File: src/rtl/enc_timer_pkg.sv
// Package: shared constants for the encoder timer.
// Assumes a 2-bit register address space; control bit positions are fixed.
package enc_timer_pkg;
    localparam int ADDR_W = 2;

    localparam logic [ADDR_W-1:0] ADDR_CTRL = 2'd0;
    localparam logic [ADDR_W-1:0] ADDR_MODE = 2'd1;
    localparam logic [ADDR_W-1:0] ADDR_CNT  = 2'd2;
    localparam logic [ADDR_W-1:0] ADDR_PRE  = 2'd3;

    localparam int CTRL_RUN_BIT  = 0;
    localparam int CTRL_DIR_BIT  = 4;
    localparam int CTRL_ARPE_BIT = 7;

    localparam int MODE_W = 3;
    localparam logic [MODE_W-1:0] MD_INTCLK  = 3'd0;
    localparam logic [MODE_W-1:0] MD_A_CNT   = 3'd1;
    localparam logic [MODE_W-1:0] MD_B_CNT   = 3'd2;
    localparam logic [MODE_W-1:0] MD_QUAD    = 3'd3;
    localparam logic [MODE_W-1:0] MD_TRIG_RST = 3'd4;
endpackage

File: src/rtl/enc_sync.sv
// Module: multi-flop synchroniser for a bundle of asynchronous lines.
// Assumes each line is independently slow relative to clk (no bus coherence).
module enc_sync #(
    parameter int W      = 2,
    parameter int STAGES = 2
) (
    input  logic         clk,
    input  logic         rst_n,
    input  logic [W-1:0] d,
    output logic [W-1:0] q
);
    logic [STAGES-1:0][W-1:0] chain;

    // Shift the raw lines through STAGES flops.
    always_ff @(posedge clk) begin
        if (!rst_n) begin
            chain <= '0;
        end else begin
            chain[0] <= d;
            for (int i = 1; i < STAGES; i++) begin
                chain[i] <= chain[i-1];
            end
        end
    end

    assign q = chain[STAGES-1];
endmodule

File: src/rtl/enc_decode.sv
// Module: edge detector and count/direction decoder for two encoder lines.
// Assumes inputs are already synchronised; produces a count request and a
// direction for modes 1..3 only, nothing for other modes.
module enc_decode
    import enc_timer_pkg::*;
(
    input  logic              clk,
    input  logic              rst_n,
    input  logic              a,
    input  logic              b,
    input  logic [MODE_W-1:0] mode,
    output logic              step,
    output logic              down
);
    logic a_q, b_q;
    logic a_rise, b_rise, a_chg, b_chg;

    // Hold the previous synchronised levels for edge detection.
    always_ff @(posedge clk) begin
        if (!rst_n) begin
            a_q <= 1'b0;
            b_q <= 1'b0;
        end else begin
            a_q <= a;
            b_q <= b;
        end
    end

    assign a_rise = a & ~a_q;
    assign b_rise = b & ~b_q;
    assign a_chg  = a ^ a_q;
    assign b_chg  = b ^ b_q;

    // Pick count source and direction according to the mode.
    always_comb begin
        step = 1'b0;
        down = 1'b0;
        case (mode)
            MD_A_CNT: begin
                step = a_rise;
                down = b;
            end
            MD_B_CNT: begin
                step = b_rise;
                down = a;
            end
            MD_QUAD: begin
                step = a_chg ^ b_chg;
                down = ~(a ^ b_q);
            end
            default: begin
                step = 1'b0;
                down = 1'b0;
            end
        endcase
    end

    AST_STEP_NEEDS_EDGE: assert property (@(posedge clk) disable iff (!rst_n)
        step |-> (a != a_q) || (b != b_q));
endmodule

File: src/rtl/enc_core.sv
// Module: bounded up/down counter with buffered bound and update pulse.
// Assumes at most one of software load, reload or step matters per cycle,
// in that priority order.
module enc_core #(
    parameter int CNT_W = 16
) (
    input  logic             clk,
    input  logic             rst_n,
    input  logic             step,
    input  logic             down,
    input  logic             reload,
    input  logic             cnt_we,
    input  logic [CNT_W-1:0] cnt_wval,
    input  logic             pre_we,
    input  logic [CNT_W-1:0] pre_wval,
    input  logic             arpe,
    output logic [CNT_W-1:0] cnt,
    output logic [CNT_W-1:0] preset_act,
    output logic [CNT_W-1:0] preset_buf,
    output logic             upd
);
    localparam logic [CNT_W-1:0] CNT_MAX = '1;

    logic at_top, at_bot, wrap, evt;

    assign at_top = (cnt == preset_act);
    assign at_bot = (cnt == '0);
    assign wrap   = step & (down ? at_bot : at_top);
    assign evt    = ~cnt_we & (reload | wrap);

    // Advance, wrap, reload or load the count.
    always_ff @(posedge clk) begin
        if (!rst_n) begin
            cnt <= '0;
        end else if (cnt_we) begin
            cnt <= cnt_wval;
        end else if (reload) begin
            cnt <= down ? preset_act : '0;
        end else if (step) begin
            if (down) begin
                cnt <= at_bot ? preset_act : cnt - 1'b1;
            end else begin
                cnt <= at_top ? '0 : cnt + 1'b1;
            end
        end
    end

    // Register the update event as a one-cycle pulse.
    always_ff @(posedge clk) begin
        if (!rst_n) begin
            upd <= 1'b0;
        end else begin
            upd <= evt;
        end
    end

    // Maintain written bound and the bound in use.
    always_ff @(posedge clk) begin
        if (!rst_n) begin
            preset_buf <= CNT_MAX;
            preset_act <= CNT_MAX;
        end else begin
            if (pre_we) begin
                preset_buf <= pre_wval;
            end
            if (arpe && evt) begin
                preset_act <= preset_buf;
            end else if (!arpe && pre_we) begin
                preset_act <= pre_wval;
            end
        end
    end

    AST_WRAP_UP: assert property (@(posedge clk) disable iff (!rst_n)
        (step && !down && !cnt_we && !reload && cnt == preset_act) |=> (cnt == '0) && upd);
    AST_WRAP_DOWN: assert property (@(posedge clk) disable iff (!rst_n)
        (step && down && !cnt_we && !reload && cnt == '0) |=> (cnt == $past(preset_act)) && upd);
    AST_PRELOAD_HOLD: assert property (@(posedge clk) disable iff (!rst_n)
        (arpe && !evt) |=> $stable(preset_act));
    AST_SW_LOAD: assert property (@(posedge clk) disable iff (!rst_n)
        cnt_we |=> (cnt == $past(cnt_wval)));
endmodule

File: src/rtl/enc_timer.sv
// Module: top of the encoder timer; register port, mode routing, trigger edge.
// Assumes trig_in is synchronous to clk; encoder lines may be asynchronous.
module enc_timer
    import enc_timer_pkg::*;
#(
    parameter int CNT_W       = 16,
    parameter int SYNC_STAGES = 2
) (
    input  logic              clk,
    input  logic              rst_n,
    input  logic              enc_a,
    input  logic              enc_b,
    input  logic              trig_in,
    input  logic              reg_we,
    input  logic [ADDR_W-1:0] reg_addr,
    input  logic [CNT_W-1:0]  reg_wdata,
    output logic [CNT_W-1:0]  reg_rdata,
    output logic [CNT_W-1:0]  cnt_o,
    output logic              dir_o,
    output logic              upd_o
);
    logic              run_q, dir_q, arpe_q, trig_q;
    logic [MODE_W-1:0] mode_q;
    logic [1:0]        ab_s;
    logic              dec_step, dec_down;
    logic              wr_ctrl, wr_mode, wr_cnt, wr_pre;
    logic              enc_mode, int_mode;
    logic              core_step, core_down, core_reload;
    logic [CNT_W-1:0]  preset_act, preset_buf;

    assign wr_ctrl = reg_we && (reg_addr == ADDR_CTRL);
    assign wr_mode = reg_we && (reg_addr == ADDR_MODE);
    assign wr_cnt  = reg_we && (reg_addr == ADDR_CNT);
    assign wr_pre  = reg_we && (reg_addr == ADDR_PRE);

    enc_sync #(.W(2), .STAGES(SYNC_STAGES)) u_sync (
        .clk   (clk),
        .rst_n (rst_n),
        .d     ({enc_a, enc_b}),
        .q     (ab_s)
    );

    enc_decode u_dec (
        .clk   (clk),
        .rst_n (rst_n),
        .a     (ab_s[1]),
        .b     (ab_s[0]),
        .mode  (mode_q),
        .step  (dec_step),
        .down  (dec_down)
    );

    assign enc_mode    = (mode_q == MD_A_CNT) || (mode_q == MD_B_CNT) || (mode_q == MD_QUAD);
    assign int_mode    = (mode_q == MD_INTCLK) || (mode_q == MD_TRIG_RST);
    assign core_step   = run_q && (enc_mode ? dec_step : int_mode);
    assign core_down   = enc_mode ? dec_down : dir_q;
    assign core_reload = run_q && (mode_q == MD_TRIG_RST) && trig_in && !trig_q;

    // Control and mode registers; direction also tracks encoder counts.
    always_ff @(posedge clk) begin
        if (!rst_n) begin
            run_q  <= 1'b0;
            dir_q  <= 1'b0;
            arpe_q <= 1'b0;
            mode_q <= MD_INTCLK;
        end else begin
            if (wr_ctrl) begin
                run_q  <= reg_wdata[CTRL_RUN_BIT];
                dir_q  <= reg_wdata[CTRL_DIR_BIT];
                arpe_q <= reg_wdata[CTRL_ARPE_BIT];
            end else if (run_q && enc_mode && dec_step) begin
                dir_q <= dec_down;
            end
            if (wr_mode) begin
                mode_q <= reg_wdata[MODE_W-1:0];
            end
        end
    end

    // Previous trigger level for rising-edge detection.
    always_ff @(posedge clk) begin
        if (!rst_n) begin
            trig_q <= 1'b0;
        end else begin
            trig_q <= trig_in;
        end
    end

    enc_core #(.CNT_W(CNT_W)) u_core (
        .clk        (clk),
        .rst_n      (rst_n),
        .step       (core_step),
        .down       (core_down),
        .reload     (core_reload),
        .cnt_we     (wr_cnt),
        .cnt_wval   (reg_wdata),
        .pre_we     (wr_pre),
        .pre_wval   (reg_wdata),
        .arpe       (arpe_q),
        .cnt        (cnt_o),
        .preset_act (preset_act),
        .preset_buf (preset_buf),
        .upd        (upd_o)
    );

    assign dir_o = dir_q;

    // Read mux for the register port.
    always_comb begin
        reg_rdata = '0;
        case (reg_addr)
            ADDR_CTRL: begin
                reg_rdata[CTRL_RUN_BIT]  = run_q;
                reg_rdata[CTRL_DIR_BIT]  = dir_q;
                reg_rdata[CTRL_ARPE_BIT] = arpe_q;
            end
            ADDR_MODE: reg_rdata[MODE_W-1:0] = mode_q;
            ADDR_CNT:  reg_rdata = cnt_o;
            default:   reg_rdata = preset_buf;
        endcase
    end

    AST_HOLD_OFF: assert property (@(posedge clk) disable iff (!rst_n)
        (!run_q && !wr_cnt) |=> $stable(cnt_o));
    AST_IDLE_MODE: assert property (@(posedge clk) disable iff (!rst_n)
        (mode_q > MD_TRIG_RST && !wr_cnt) |=> $stable(cnt_o));
    AST_TRIG_RELOAD: assert property (@(posedge clk) disable iff (!rst_n)
        (run_q && mode_q == MD_TRIG_RST && trig_in && !trig_q && !wr_cnt) |=> upd_o);
    AST_DIR_TRACK: assert property (@(posedge clk) disable iff (!rst_n)
        (run_q && enc_mode && dec_step && !wr_ctrl) |=> (dir_o == $past(dec_down)));
endmodule

File: config.mk
export PLATFORM = sky130hd
export DESIGN_NAME = enc_timer
export DESIGN_NICKNAME = d
export VERILOG_FILES = /design/src/rtl/enc_timer_pkg.sv /design/src/rtl/enc_sync.sv /design/src/rtl/enc_decode.sv /design/src/rtl/enc_core.sv /design/src/rtl/enc_timer.sv
export SDC_FILE = /design/constraint.sdc
export NUM_CORES = 1
export LEC_CHECK = 0
export ABC_AREA = 1
export BUFFER_PORTS_ARGS = -buffer_cell sky130_fd_sc_hd__buf_2
export CAP_MARGIN = 20
export CELL_PAD_IN_SITES_DETAIL_PLACEMENT = 1
export CELL_PAD_IN_SITES_GLOBAL_PLACEMENT = 1
export CORE_ASPECT_RATIO = 2
export CORE_MARGIN = 4
export CORE_UTILIZATION = 40
export DETAILED_ROUTE_END_ITERATION = 10
export MAX_ROUTING_LAYER = met4
export PLACE_DENSITY_LB_ADDON = 0.1
export SYNTH_ARGS = -nofsm -noshare
export SYNTH_HDL_FRONTEND = slang
export SYNTH_HIERARCHICAL = 1
export SYNTH_SLANG_ARGS = --single-unit
export TNS_END_PERCENT = 50
File: constraint.sdc
create_clock -name clk -period 3 [get_ports clk]
set_clock_uncertainty 0.15 [all_clocks]
set_input_delay 0.6 -clock clk [delete_from_list [all_inputs] [get_ports clk]]
set_output_delay 0.6 -clock clk [all_outputs]
set_load 0.03 [all_outputs]
==> results.tsv <==
stage	metric	value	unit
outcome	status	finished clean	
setup_path	critical-path cell list	inv_1 -> ha_1 -> inv_1 -> nand2_1 -> nand2_1 -> nand2_1 -> nand3_1 -> nand2_1 -> inv_1 -> nand3_1 -> nand2_1 -> nor3_2 -> buf_4 -> inv_1 -> o21ai_0 -> a21oi_1 -> nor2_1	
setup_path	Worst Path Max Fanout	15	
clock_tree	worst skew pair latency	330	ps
routing	post-route antenna net violation count	0	
sta	Slew @ Worst Pin	747	ps
power	Net Sw Power	920	uW
setup_path	Critical path buffers and inverters	5	
power	maximum VDD drop	0.000279	V
cells_and_area	final net count	848	
cells_and_area	FF/Latch Area	1240	um^2
power	Leak	2.87	nW
global_routing	Congestion Overflow GR	0	
sta	highest clock rate	369	MHz
routing	DR pass1 iterations	5	
synthesis	synthesized area	4600	um^2
synthesis	Post-Syn Area per Cell	5.95	um^2
die	CORE AREA	11300	um^2
power	Comb power frac	25.6	%
cells_and_area	commonest non-fill, non-tap cell in the layout	nand2_1	
die	Die X	83.8	um
cells_and_area	most frequent cells in the layout	nand2_1 (242), inv_1 (83), nand3_1 (72)	
global_routing	Total GRT Usage	27.6	%
setup_path	Worst setup SP type	flop	
power	clock share of power	39.5	%
power	Overall Power	2.71	mW
global_routing	pin count of the biggest net entering global routing	33	
global_routing	first-pass GRT wire length	28800	um
power	PD cells	514	nW/um^2
cells_and_area	Area Growth Syn to Fin	14.8	%
global_routing	initial antenna violation count	0	
synthesis	largest cells by area after synthesis	dfxtp_1 (27%), nand2_1 (20%), nand3_1 (7.8%), inv_1 (6.8%), nor2_1 (5.8%)	
die	initial core utilization	40.8	%
setup_path	critical path required time	3100	ps
power	Internal Power	1.79	mW
synthesis	Yosys top cell area share	27.0	%
synthesis	Synthesized Nets	803	
sta	min Tclk post-route	2710	ps
clock_tree	clock buffer depth	2	
synthesis	Synth Warn #	6	
synthesis	Synth area leader	dfxtp_1	
synthesis	#FFs+latches synth	62	
sta	Max Slew Vio Count	0	
setup_path	Top delay family on crit path	simple AND/OR/NAND/NOR gates	
routing	initial DRC count	275	
routing	DRC	0	
placed_design	HPWL after detailed placement	14200	um
setup_path	CP Data Arrival Time	2810	ps
cells_and_area	diode count	0	
setup_path	critical path class	reg -> reg	
power	Seq pwr share	35.0	%
die	io pins	58	
clock_tree	CTS H-Tree Depth	3	
setup_path	crit-path most repeated cell	nand2_1	
routing	Routed wire per std cell	18.4	um
synthesis	Synth cell types	33	
sta	Hold Vio Cnt, Final	0	
routing	Detailed Route WL	17800	um
clock_tree	Post-CTS Setup Inserts	0	
clock_tree	CTS resizes	0	
sta	Final setup violation count	0	
clock_tree	Worst-path clk slew	50	ps
clock_tree	total clock sinks	62	
cells_and_area	final cell count without fillers	965	
sta	total negative slack	0	ps
clock_tree	number of buffers created by CTS	9	
placed_design	# port buffers	57	
sta	Max transition margin	50.1	%
die	Die Span Y	160	um
die	Die Area	13400	um^2
hold_path	Hold Path Class	reg -> reg	
die	cell row count	55	
run	max cap viols	0	
clock_tree	CTS tree	built	
global_routing	vias in the first global route	5685	
routing	Vias/cell	5.47	
cells_and_area	Multi-input gate area	2740	um^2
placed_design	Placer Congestion	0.961	
setup_path	Worst Setup End Kind	flop	
placed_design	Placed Cells	950	
clock_tree	Hold-fix buffers, CTS	0	
clock_tree	Root Buffer	clkbuf_16	
sta	Final period util	90.4	%
setup_path	critical path's largest stage delay	300	ps
cells_and_area	share of cells above drive strength 1	15.3	%
power	Switching Share	33.9	%
sta	RSZ-0062 raised after global routing	no	
cells_and_area	# fillers	1617	
synthesis	sequential fraction of the synthesis area	27.0	%
synthesis	Post-Syn Instances	774	
setup_path	slowest CP cell	dfxtp_1	
routing	via count	5279	
logic make-up (layout without fill, tap and decap cells):
group / count (synthesis) / count (layout) / share of synthesized area [%]
AND/OR/NAND/NOR: 430 / 430 / 40.5
buffers and inverters: 144 / 193 / 13.5
AO/OA/AOI/OAI: 117 / 117 / 14.7
flip-flops: 62 / 62 / 27.0
XOR/XNOR: 16 / 16 / 3.05
adder cells (fa/ha/maj): 5 / 5 / 1.36
path summary, 6_finish.rpt:
| path | from | endpoint | slack [ps] | cells after the start |
|---|---|---|---|---|
| max | u_dec/b_q | u_core/cnt[4] | 290 | 17 |
| min | u_sync/chain[0] | u_sync/q[0] | 260 | 2 |
| min reg2reg | u_sync/chain[0] | u_sync/q[0] | 260 | 2 |
| max reg2reg | u_dec/b_q | u_core/cnt[4] | 290 | 17 |
cell type report:
class                           count  share of cell area (%)
Timing Repair Buffer               77                    8.24
Clock inverter                      3                   0.805
Clock buffer                       12                    5.04
Multi-Input combinational cell    568                    51.9
Sequential cell                    62                    23.5
Inverter                          101                    7.17
Tap cell                          142                    3.36
sequential cells by signal (all words and copies together), names as in the netlist, 2 cells and up:
register / count
mode_q: 3
u_core/cnt: 16
u_core/preset_act: 16
u_core/preset_buf: 16
u_sync/chain: 2
u_sync/q: 2
power groups by stage:
stage                     logic (mW)  registers (mW)  clock network [mW]
after detailed placement       0.688           0.963                   0
after global routing           0.772           0.956                1.11
after floorplan                0.466           0.953                   0
final                          0.694           0.948                1.07
after CTS                      0.692           0.948                1.09
after global placement         0.669           0.960                   0
tightest hold or removal path, cell delays in order, from the launching register on:
cell,delay (ps)
dfxtp_1,300
nand2_1,50
inv_1,40
synthesized netlist by cell type (all sizes together):
cell type,n
ha,5
clkinv,1
o221ai,6
a22o,11
nor2,77
nand3,73
dfxtp,62
o21ai,48
xor2,16
o21bai,1
o211ai,3
o31ai,3
o22ai,1
nand4,24
clkbuf,22
a21oi,39
a31oi,5
nor3,5
inv,100
nand2,250
nand3b,1
buf,21
per-layer routing:
layer  track usage [%]  up-vias  wire [um]
li1                  -     2563          -
met1              27.7     2532       6710
met2              51.0      133       9670
met3              3.36       51        571
met4              14.3        0        828
met5                 -        -          0
through the flow:
step	setup WS, ps	area (um^2)	hold slack, ps	utilization [%]
floorplan	432	4600	240	-
CTS	280	5280	270	46.8
global placement	465	4970	244	44.1
global route	47.5	5280	285	46.8
finish	288	5280	264	46.8
detailed placement	352	4970	257	44.1
Note: power is estimated with default switching activity, not from simulation.
